--- config.mk ---
export PLATFORM = sky130hd
export DESIGN_NAME = fdiag_spi_readout
export DESIGN_NICKNAME = d
export VERILOG_FILES = /design/src/rtl/fdspi_pkg.sv /design/src/rtl/fdspi_sync.sv /design/src/rtl/fdspi_deglitch.sv /design/src/rtl/fdspi_frame_ctrl.sv /design/src/rtl/fdiag_spi_readout.sv
export SDC_FILE = /design/constraint.sdc
export NUM_CORES = 1
export LEC_CHECK = 0
export BUFFER_PORTS_ARGS = -buffer_cell sky130_fd_sc_hd__buf_2
export CELL_PAD_IN_SITES_DETAIL_PLACEMENT = 0
export CELL_PAD_IN_SITES_GLOBAL_PLACEMENT = 1
export CORE_MARGIN = 10
export CORE_UTILIZATION = 40
export DETAILED_ROUTE_END_ITERATION = 12
export GPL_TIMING_DRIVEN = 0
export PLACE_DENSITY = 0.7
export SYNTH_ARGS = -nofsm -noshare
export SYNTH_HDL_FRONTEND = slang
export SYNTH_SLANG_ARGS = --single-unit
--- constraint.sdc ---
create_clock -name clk -period 3.34 [get_ports clk]
set_input_delay 0.668 -clock clk [delete_from_list [all_inputs] [get_ports clk]]
set_output_delay 0.668 -clock clk [all_outputs]
set_load 0.005 [all_outputs]
--- src/rtl/fdspi_pkg.sv ---
package fdspi_pkg;
   typedef enum logic [1:0] {
      FS_IDLE  = 2'd0,
      FS_ARMED = 2'd1,
      FS_SHIFT = 2'd2,
      FS_BAD   = 2'd3
   } fdspi_state_e;
endpackage

--- src/rtl/fdspi_sync.sv ---
module fdspi_sync #(
   parameter int               WIDTH   = 3,
   parameter int               STAGES  = 2,
   parameter logic [WIDTH-1:0] RST_VAL = '0
) (
   input  logic             clk,
   input  logic             rst_n,
   input  logic [WIDTH-1:0] din,
   output logic [WIDTH-1:0] dout
);
   logic [WIDTH-1:0] stg [STAGES];

   initial begin : p_prm
      assert (STAGES >= 2) else $error("fdspi_sync: STAGES must be at least 2");
   end

   always_ff @(posedge clk or negedge rst_n) begin
      if (!rst_n) begin
         for (int i = 0; i < STAGES; i++) stg[i] <= RST_VAL;
      end else begin
         stg[0] <= din;
         for (int i = 1; i < STAGES; i++) stg[i] <= stg[i-1];
      end
   end

   assign dout = stg[STAGES-1];
endmodule

--- src/rtl/fdspi_deglitch.sv ---
module fdspi_deglitch #(
   parameter int FILT_CYC = 4
) (
   input  logic clk,
   input  logic rst_n,
   input  logic din,
   output logic lvl,
   output logic fall_p,
   output logic rise_p
);
   localparam int CNT_W = (FILT_CYC > 1) ? $clog2(FILT_CYC + 1) : 1;

   initial begin : p_prm
      assert (FILT_CYC >= 1) else $error("fdspi_deglitch: FILT_CYC must be at least 1");
   end

   generate
      if (FILT_CYC <= 1) begin : g_pass
         always_ff @(posedge clk or negedge rst_n) begin
            if (!rst_n) begin
               lvl    <= 1'b1;
               fall_p <= 1'b0;
               rise_p <= 1'b0;
            end else begin
               lvl    <= din;
               fall_p <= lvl & ~din;
               rise_p <= ~lvl & din;
            end
         end
      end else begin : g_cnt
         logic [CNT_W-1:0] cnt;
         always_ff @(posedge clk or negedge rst_n) begin
            if (!rst_n) begin
               lvl    <= 1'b1;
               cnt    <= '0;
               fall_p <= 1'b0;
               rise_p <= 1'b0;
            end else begin
               fall_p <= 1'b0;
               rise_p <= 1'b0;
               if (din == lvl) begin
                  cnt <= '0;
               end else if (cnt == CNT_W'(FILT_CYC - 1)) begin
                  lvl    <= din;
                  cnt    <= '0;
                  fall_p <= ~din;
                  rise_p <= din;
               end else begin
                  cnt <= cnt + 1'b1;
               end
            end
         end
      end
   endgenerate

   AST_LVL_TRACKS_INPUT: assert property (@(posedge clk) disable iff (!rst_n)
      (lvl != $past(lvl)) |-> (lvl == $past(din)));
endmodule

--- src/rtl/fdspi_frame_ctrl.sv ---
module fdspi_frame_ctrl
   import fdspi_pkg::*;
#(
   parameter int CH_NUM = 4,
   parameter int CODE_W = 2
) (
   input  logic                     clk,
   input  logic                     rst_n,
   input  logic                     force_off,
   input  logic                     sclk_s,
   input  logic                     mosi_s,
   input  logic                     cs_fall,
   input  logic                     cs_rise,
   input  logic [CH_NUM*CODE_W-1:0] fail_reg,
   output logic                     fr_clear,
   output logic                     miso,
   output logic                     miso_oe,
   output logic                     proto_err
);
   localparam int REG_W = CH_NUM * CODE_W;

   fdspi_state_e     st;
   logic             sclk_q;
   logic [REG_W-1:0] sr;
   logic             dout;
   logic [CH_NUM-1:0] ch_fail;
   logic             summary;
   logic             sclk_rise;
   logic             sclk_fall;

   generate
      for (genvar c = 0; c < CH_NUM; c++) begin : g_ch
         assign ch_fail[c] = ~&fail_reg[c*CODE_W +: CODE_W];
      end
   endgenerate

   assign summary   = |ch_fail;
   assign sclk_rise = sclk_s & ~sclk_q;
   assign sclk_fall = ~sclk_s & sclk_q;

   always_ff @(posedge clk or negedge rst_n) begin
      if (!rst_n) begin
         st        <= FS_IDLE;
         sclk_q    <= 1'b0;
         sr        <= '1;
         dout      <= 1'b0;
         fr_clear  <= 1'b0;
         proto_err <= 1'b0;
      end else begin
         sclk_q    <= sclk_s;
         fr_clear  <= 1'b0;
         proto_err <= (cs_fall | cs_rise) & sclk_s & ~force_off;
         if (force_off) begin
            st <= FS_IDLE;
         end else begin
            case (st)
               FS_IDLE: begin
                  if (cs_fall) st <= sclk_s ? FS_BAD : FS_ARMED;
               end
               FS_ARMED: begin
                  if (cs_rise) begin
                     st <= FS_IDLE;
                  end else if (sclk_rise) begin
                     sr       <= fail_reg;
                     dout     <= fail_reg[0];
                     fr_clear <= 1'b1;
                     st       <= FS_SHIFT;
                  end
               end
               FS_SHIFT: begin
                  if (cs_rise) begin
                     st <= FS_IDLE;
                  end else if (sclk_fall) begin
                     sr <= {mosi_s, sr[REG_W-1:1]};
                  end else if (sclk_rise) begin
                     dout <= sr[0];
                  end
               end
               default: begin
                  if (cs_rise) st <= FS_IDLE;
               end
            endcase
         end
      end
   end

   assign miso_oe = (st != FS_IDLE) & ~force_off;
   assign miso    = miso_oe & ((st == FS_SHIFT) ? dout : summary);

   AST_CLEAR_ONE_CYCLE: assert property (@(posedge clk) disable iff (!rst_n)
      fr_clear |=> !fr_clear);
   AST_CLEAR_FROM_ARMED: assert property (@(posedge clk) disable iff (!rst_n)
      fr_clear |-> ($past(st) == FS_ARMED));
   AST_BAD_NO_CLEAR: assert property (@(posedge clk) disable iff (!rst_n)
      (st == FS_BAD) |-> !fr_clear);
   AST_PROTO_ON_EDGE: assert property (@(posedge clk) disable iff (!rst_n)
      proto_err |-> ($past(cs_fall) || $past(cs_rise)));
endmodule

--- src/rtl/fdiag_spi_readout.sv ---
module fdiag_spi_readout #(
   parameter int CH_NUM   = 4,
   parameter int CODE_W   = 2,
   parameter int SYNC_STG = 2,
   parameter int CSF_CYC  = 4
) (
   input  logic                     clk,
   input  logic                     rst_n,
   input  logic                     ext_rst_n,
   input  logic                     uv_lo,
   input  logic                     sclk_pin,
   input  logic                     csn_pin,
   input  logic                     mosi_pin,
   input  logic [CH_NUM*CODE_W-1:0] fail_reg,
   output logic                     fr_clear,
   output logic                     miso,
   output logic                     miso_oe,
   output logic                     proto_err
);
   localparam int REG_W = CH_NUM * CODE_W;

   initial begin : p_prm
      assert (CH_NUM >= 1)  else $error("fdiag_spi_readout: CH_NUM must be at least 1");
      assert (CODE_W >= 1)  else $error("fdiag_spi_readout: CODE_W must be at least 1");
      assert (REG_W >= 2)   else $error("fdiag_spi_readout: register needs two bits or more");
      assert (CSF_CYC >= 1) else $error("fdiag_spi_readout: CSF_CYC must be at least 1");
   end

   logic [2:0] pins_s;
   logic       csn_f;
   logic       cs_fall;
   logic       cs_rise;
   logic       force_off;

   fdspi_sync #(
      .WIDTH  (3),
      .STAGES (SYNC_STG),
      .RST_VAL(3'b010)
   ) u_sync (
      .clk  (clk),
      .rst_n(rst_n),
      .din  ({mosi_pin, csn_pin, sclk_pin}),
      .dout (pins_s)
   );

   fdspi_deglitch #(
      .FILT_CYC(CSF_CYC)
   ) u_csflt (
      .clk   (clk),
      .rst_n (rst_n),
      .din   (pins_s[1]),
      .lvl   (csn_f),
      .fall_p(cs_fall),
      .rise_p(cs_rise)
   );

   assign force_off = ~ext_rst_n | uv_lo;

   fdspi_frame_ctrl #(
      .CH_NUM(CH_NUM),
      .CODE_W(CODE_W)
   ) u_ctrl (
      .clk      (clk),
      .rst_n    (rst_n),
      .force_off(force_off),
      .sclk_s   (pins_s[0]),
      .mosi_s   (pins_s[2]),
      .cs_fall  (cs_fall),
      .cs_rise  (cs_rise),
      .fail_reg (fail_reg),
      .fr_clear (fr_clear),
      .miso     (miso),
      .miso_oe  (miso_oe),
      .proto_err(proto_err)
   );

   AST_OE_OFF_AFTER_RISE: assert property (@(posedge clk) disable iff (!rst_n)
      cs_rise |=> !miso_oe);
   AST_IDLE_WHEN_HIGH: assert property (@(posedge clk) disable iff (!rst_n)
      ($past(csn_f) && csn_f) |-> !miso_oe);
   AST_FORCE_ABORTS: assert property (@(posedge clk) disable iff (!rst_n)
      force_off |=> !miso_oe);
   AST_NO_DRIVE_OFF: assert property (@(posedge clk) disable iff (!rst_n)
      !miso_oe |-> !miso);
endmodule

==> summary.txt <==
Yosys
  – Syn Nets: 100
  – Most numerous cell in the Yosys netlist: dfrtp_1
  – Synth warn: 0
  – Syn Inst Count: 84
  – Mapped Avg Cell Area: 13.8 sq um
  – FFs w/ async S/R, synth: 100%
  – Yosys top cell by area: dfrtp_1
  – Synthesis-stage register bit count: 26
  – Top cells by area, synth: dfrtp_1, dfstp_2, mux2_4
  – Yosys top cell area share: 32.5%
  – Synth cell types: 28
  – Main synth FF type: dfrtp_1
  – Commonest cells post-synth: dfrtp_1, dfstp_2, mux2_2
  – Register area share after synthesis: 57.5%
  – EDFF count, synth: 0
  – Mapped cell area: 1160 sq um

Clocking
  – Post-CTS setup repair buffer count: 0
  – Clk_lat worst skew: 0.33 ns
  – CTS Buf Count: 3
  – Post-cts sizing count: 0
  – Clk sinks: 26
  – CTS Root Cell: clkbuf_4
  – Clock buffer depth: 2
  – Hold Buf Count CTS: 0
  – Clock Pin Slew Worst Setup and Hold Paths: 0.14 ns
  – Clock H-tree levels: 1
  – TritonCTS clock tree: done

Global route
  – Global route overflow: 0
  – Vias in the first global route: 772
  – Largest net degree at the start of global routing: 27
  – Initial antenna violation count: 0
  – First-pass GRT wire length: 3420 um
  – Tot GR Track Use: 7.97%

STA
  – Setup violators final: 0
  – Slew margin rel.: 63.9%
  – Max Freq: 450 MHz
  – Unrepaired setup endpoints after global routing: false
  – Worst-margin pin slew: 0.541 ns
  – Hold Violations, Final: 0
  – Tmin final: 2.22 ns
  – Setup TNS: 0 ns
  – Final period util: 66.6%
  – Fin. max-slew vios: 0
  – Final Skew: 0.00911 ns

Detailed routing
  – Post-route DRC: 0
  – Vias per cell: 5.23
  – Antenna Nets Post-Route: 0
  – DR iter-0 viols: 54
  – Final WL: 1970 um
  – DR vias: 717
  – Drt first pass iters: 4
  – Routed len/inst: 14.4 um

Worst setup path
  – Critical Path Fanout Max: 9
  – Crit-path leading delay family: flip-flops
  – Worst path cell trace: nor2b_1 > buf_2 > nand2_1 > a21oi_1 > buf_2
  – Critical Path AT: 1.56 ns
  – Buf/Inv on CP: 2
  – Critical path startpoint category: flop
  – CP max-delay cell: dfrtp_1
  – Largest stage delay on the critical path: 0.47 ns
  – FF-to-FF setup slack: 1.67 ns
  – Crit end category: primary output
  – Kind of critical path: flop to primary output
  – Critical path required time: 2.67 ns
  – CP most frequent cell: buf_2

Power
  – Power per cell area: 495 nW/um^2
  – Lkg Pwr: 0.577 nW
  – Overall power: 662 uW
  – Max VDD drop: 381 uV

Layout
  – Core Util, Final: 48.5%
  – Area delta synth->final: 15.7%
  – Design area: 1340 sq um
  – Nets: 123
  – Ant. Diodes: 0
  – Layout cells sized above 1: 48.1%

Min path
  – Worst Hold Class: input pin to async pin

Status
  – Run status: complete, no violations

Place
  – GP Congestion: 0.710
  – Hpwl dp: 1490 um
  – PortBufs: 18
  – Cell Area, Placed: 1280 sq um

Job
  – Max_cap viols: 0

Floorplanning
  – Vert. Die Dim: 73.8 um
  – Rows: 19
  – Die area: 5440 sq um
  – # IOs: 19
  – Die Wd: 73.8 um
  – Starting Density: 41.9%
  – Core area: 2760 sq um
layout by cell type, fill, tap and decap left out, types with 3 or more instances in the layout:
| master | netlist | final |
|---|---|---|
| nor2_1 | 5 | 5 |
| mux2_2 | 8 | 8 |
| nand2_1 | 3 | 3 |
| nor2b_1 | 3 | 3 |
| buf_2 | 1 | 19 |
| mux2_4 | 7 | 7 |
| clkbuf_4 | 0 | 3 |
| inv_1 | 3 | 3 |
| dfstp_2 | 11 | 11 |
| dfrtp_1 | 15 | 15 |
| nor3b_1 | 4 | 4 |
power breakdown:
group,leakage (nW),internal (mW),switching [mW],total [mW]
sequential,0.310,0.351,0.0172,0.368
clock,0.0279,0.121,0.0924,0.214
combinational,0.239,0.0445,0.0357,0.0802
total,0.577,0.517,0.145,0.662
flip-flops by register name (all words and copies together), names as in the netlist:
register / count
u_csflt.fall_p: 1
u_csflt.g_cnt.cnt: 3
u_csflt.lvl: 1
u_csflt.rise_p: 1
u_ctrl.dout: 1
u_ctrl.fr_clear: 1
u_ctrl.proto_err: 1
u_ctrl.sclk_q: 1
u_ctrl.sr: 8
u_ctrl.st: 2
u_sync.dout: 3
u_sync.stg: 3
through the flow:
stage                     instances  hold WS (ns)  setup slack, ns
after floorplan                  84         0.331             1.48
after global placement          133         0.333             1.28
after detailed placement        133         0.335             1.27
after CTS                       137         0.314             1.08
after global routing            137         0.319            0.966
final                           137         0.299             1.12
logic make-up (layout without fill, tap and decap cells):
logic type | Yosys count | count (layout) | synth area share (%)
and+or+nand+nor | 24 | 24 | 13.0
adders and majority gates | 1 | 1 | 1.08
xor gates and xnor gates | 1 | 1 | 0.758
DFF | 26 | 26 | 57.5
buffers and inverters | 5 | 27 | 2.38
muxes | 17 | 17 | 18.6
AOI/OAI and AO/OA | 10 | 10 | 6.71
area by class of cell:
cell class | instances | area [sq um]
Buffer | 2 | 16.3
Fill cell | 249 | 1420
Tap cell | 31 | 38.8
Timing Repair Buffer | 18 | 90.1
Inverter | 3 | 11.3
Clock buffer | 3 | 22.5
Clock inverter | 1 | 30.0
Multi-Input combinational cell | 53 | 464
Sequential cell | 26 | 664
layer usage:
metal  routed length (um)  vias up  global-route usage (%)
li1                     -      342                       -
met1                  891      358                    9.62
met2                  978       15                    12.5
met3                   90        2                    3.36
met4                   13        0                    2.48
met5                    0        -                       0
worst register-to-register path, stage by stage, from the launching register on:
cell	delay, ns
dfrtp_1	0.42
or3b_1	0.37
buf_6	0.14
a21oi_4	0.34
mux2_4	0.34
worst paths after layout:
check                                          from                  endpoint  cells after the start
setup reg to reg           u_csflt.rise_p$_DFF_PN0_  u_ctrl.sr[5]$_DFFE_PN1P_                      4
hold reg to reg             u_sync.stg[3]$_DFF_PN0_  u_sync.dout[0]$_DFF_PN0_                      0
setup / recovery           u_ctrl.st[1]$_DFFE_PN0P_                      miso                      5
min in group clk            u_sync.stg[3]$_DFF_PN0_  u_sync.dout[0]$_DFF_PN0_                      0
max in group asynchronous                     rst_n  u_sync.dout[1]$_DFF_PN1_                      1
hold / removal                                rst_n   u_ctrl.dout$_DFFE_PN0P_                      1
Note: power is estimated with default switching activity, not from simulation.
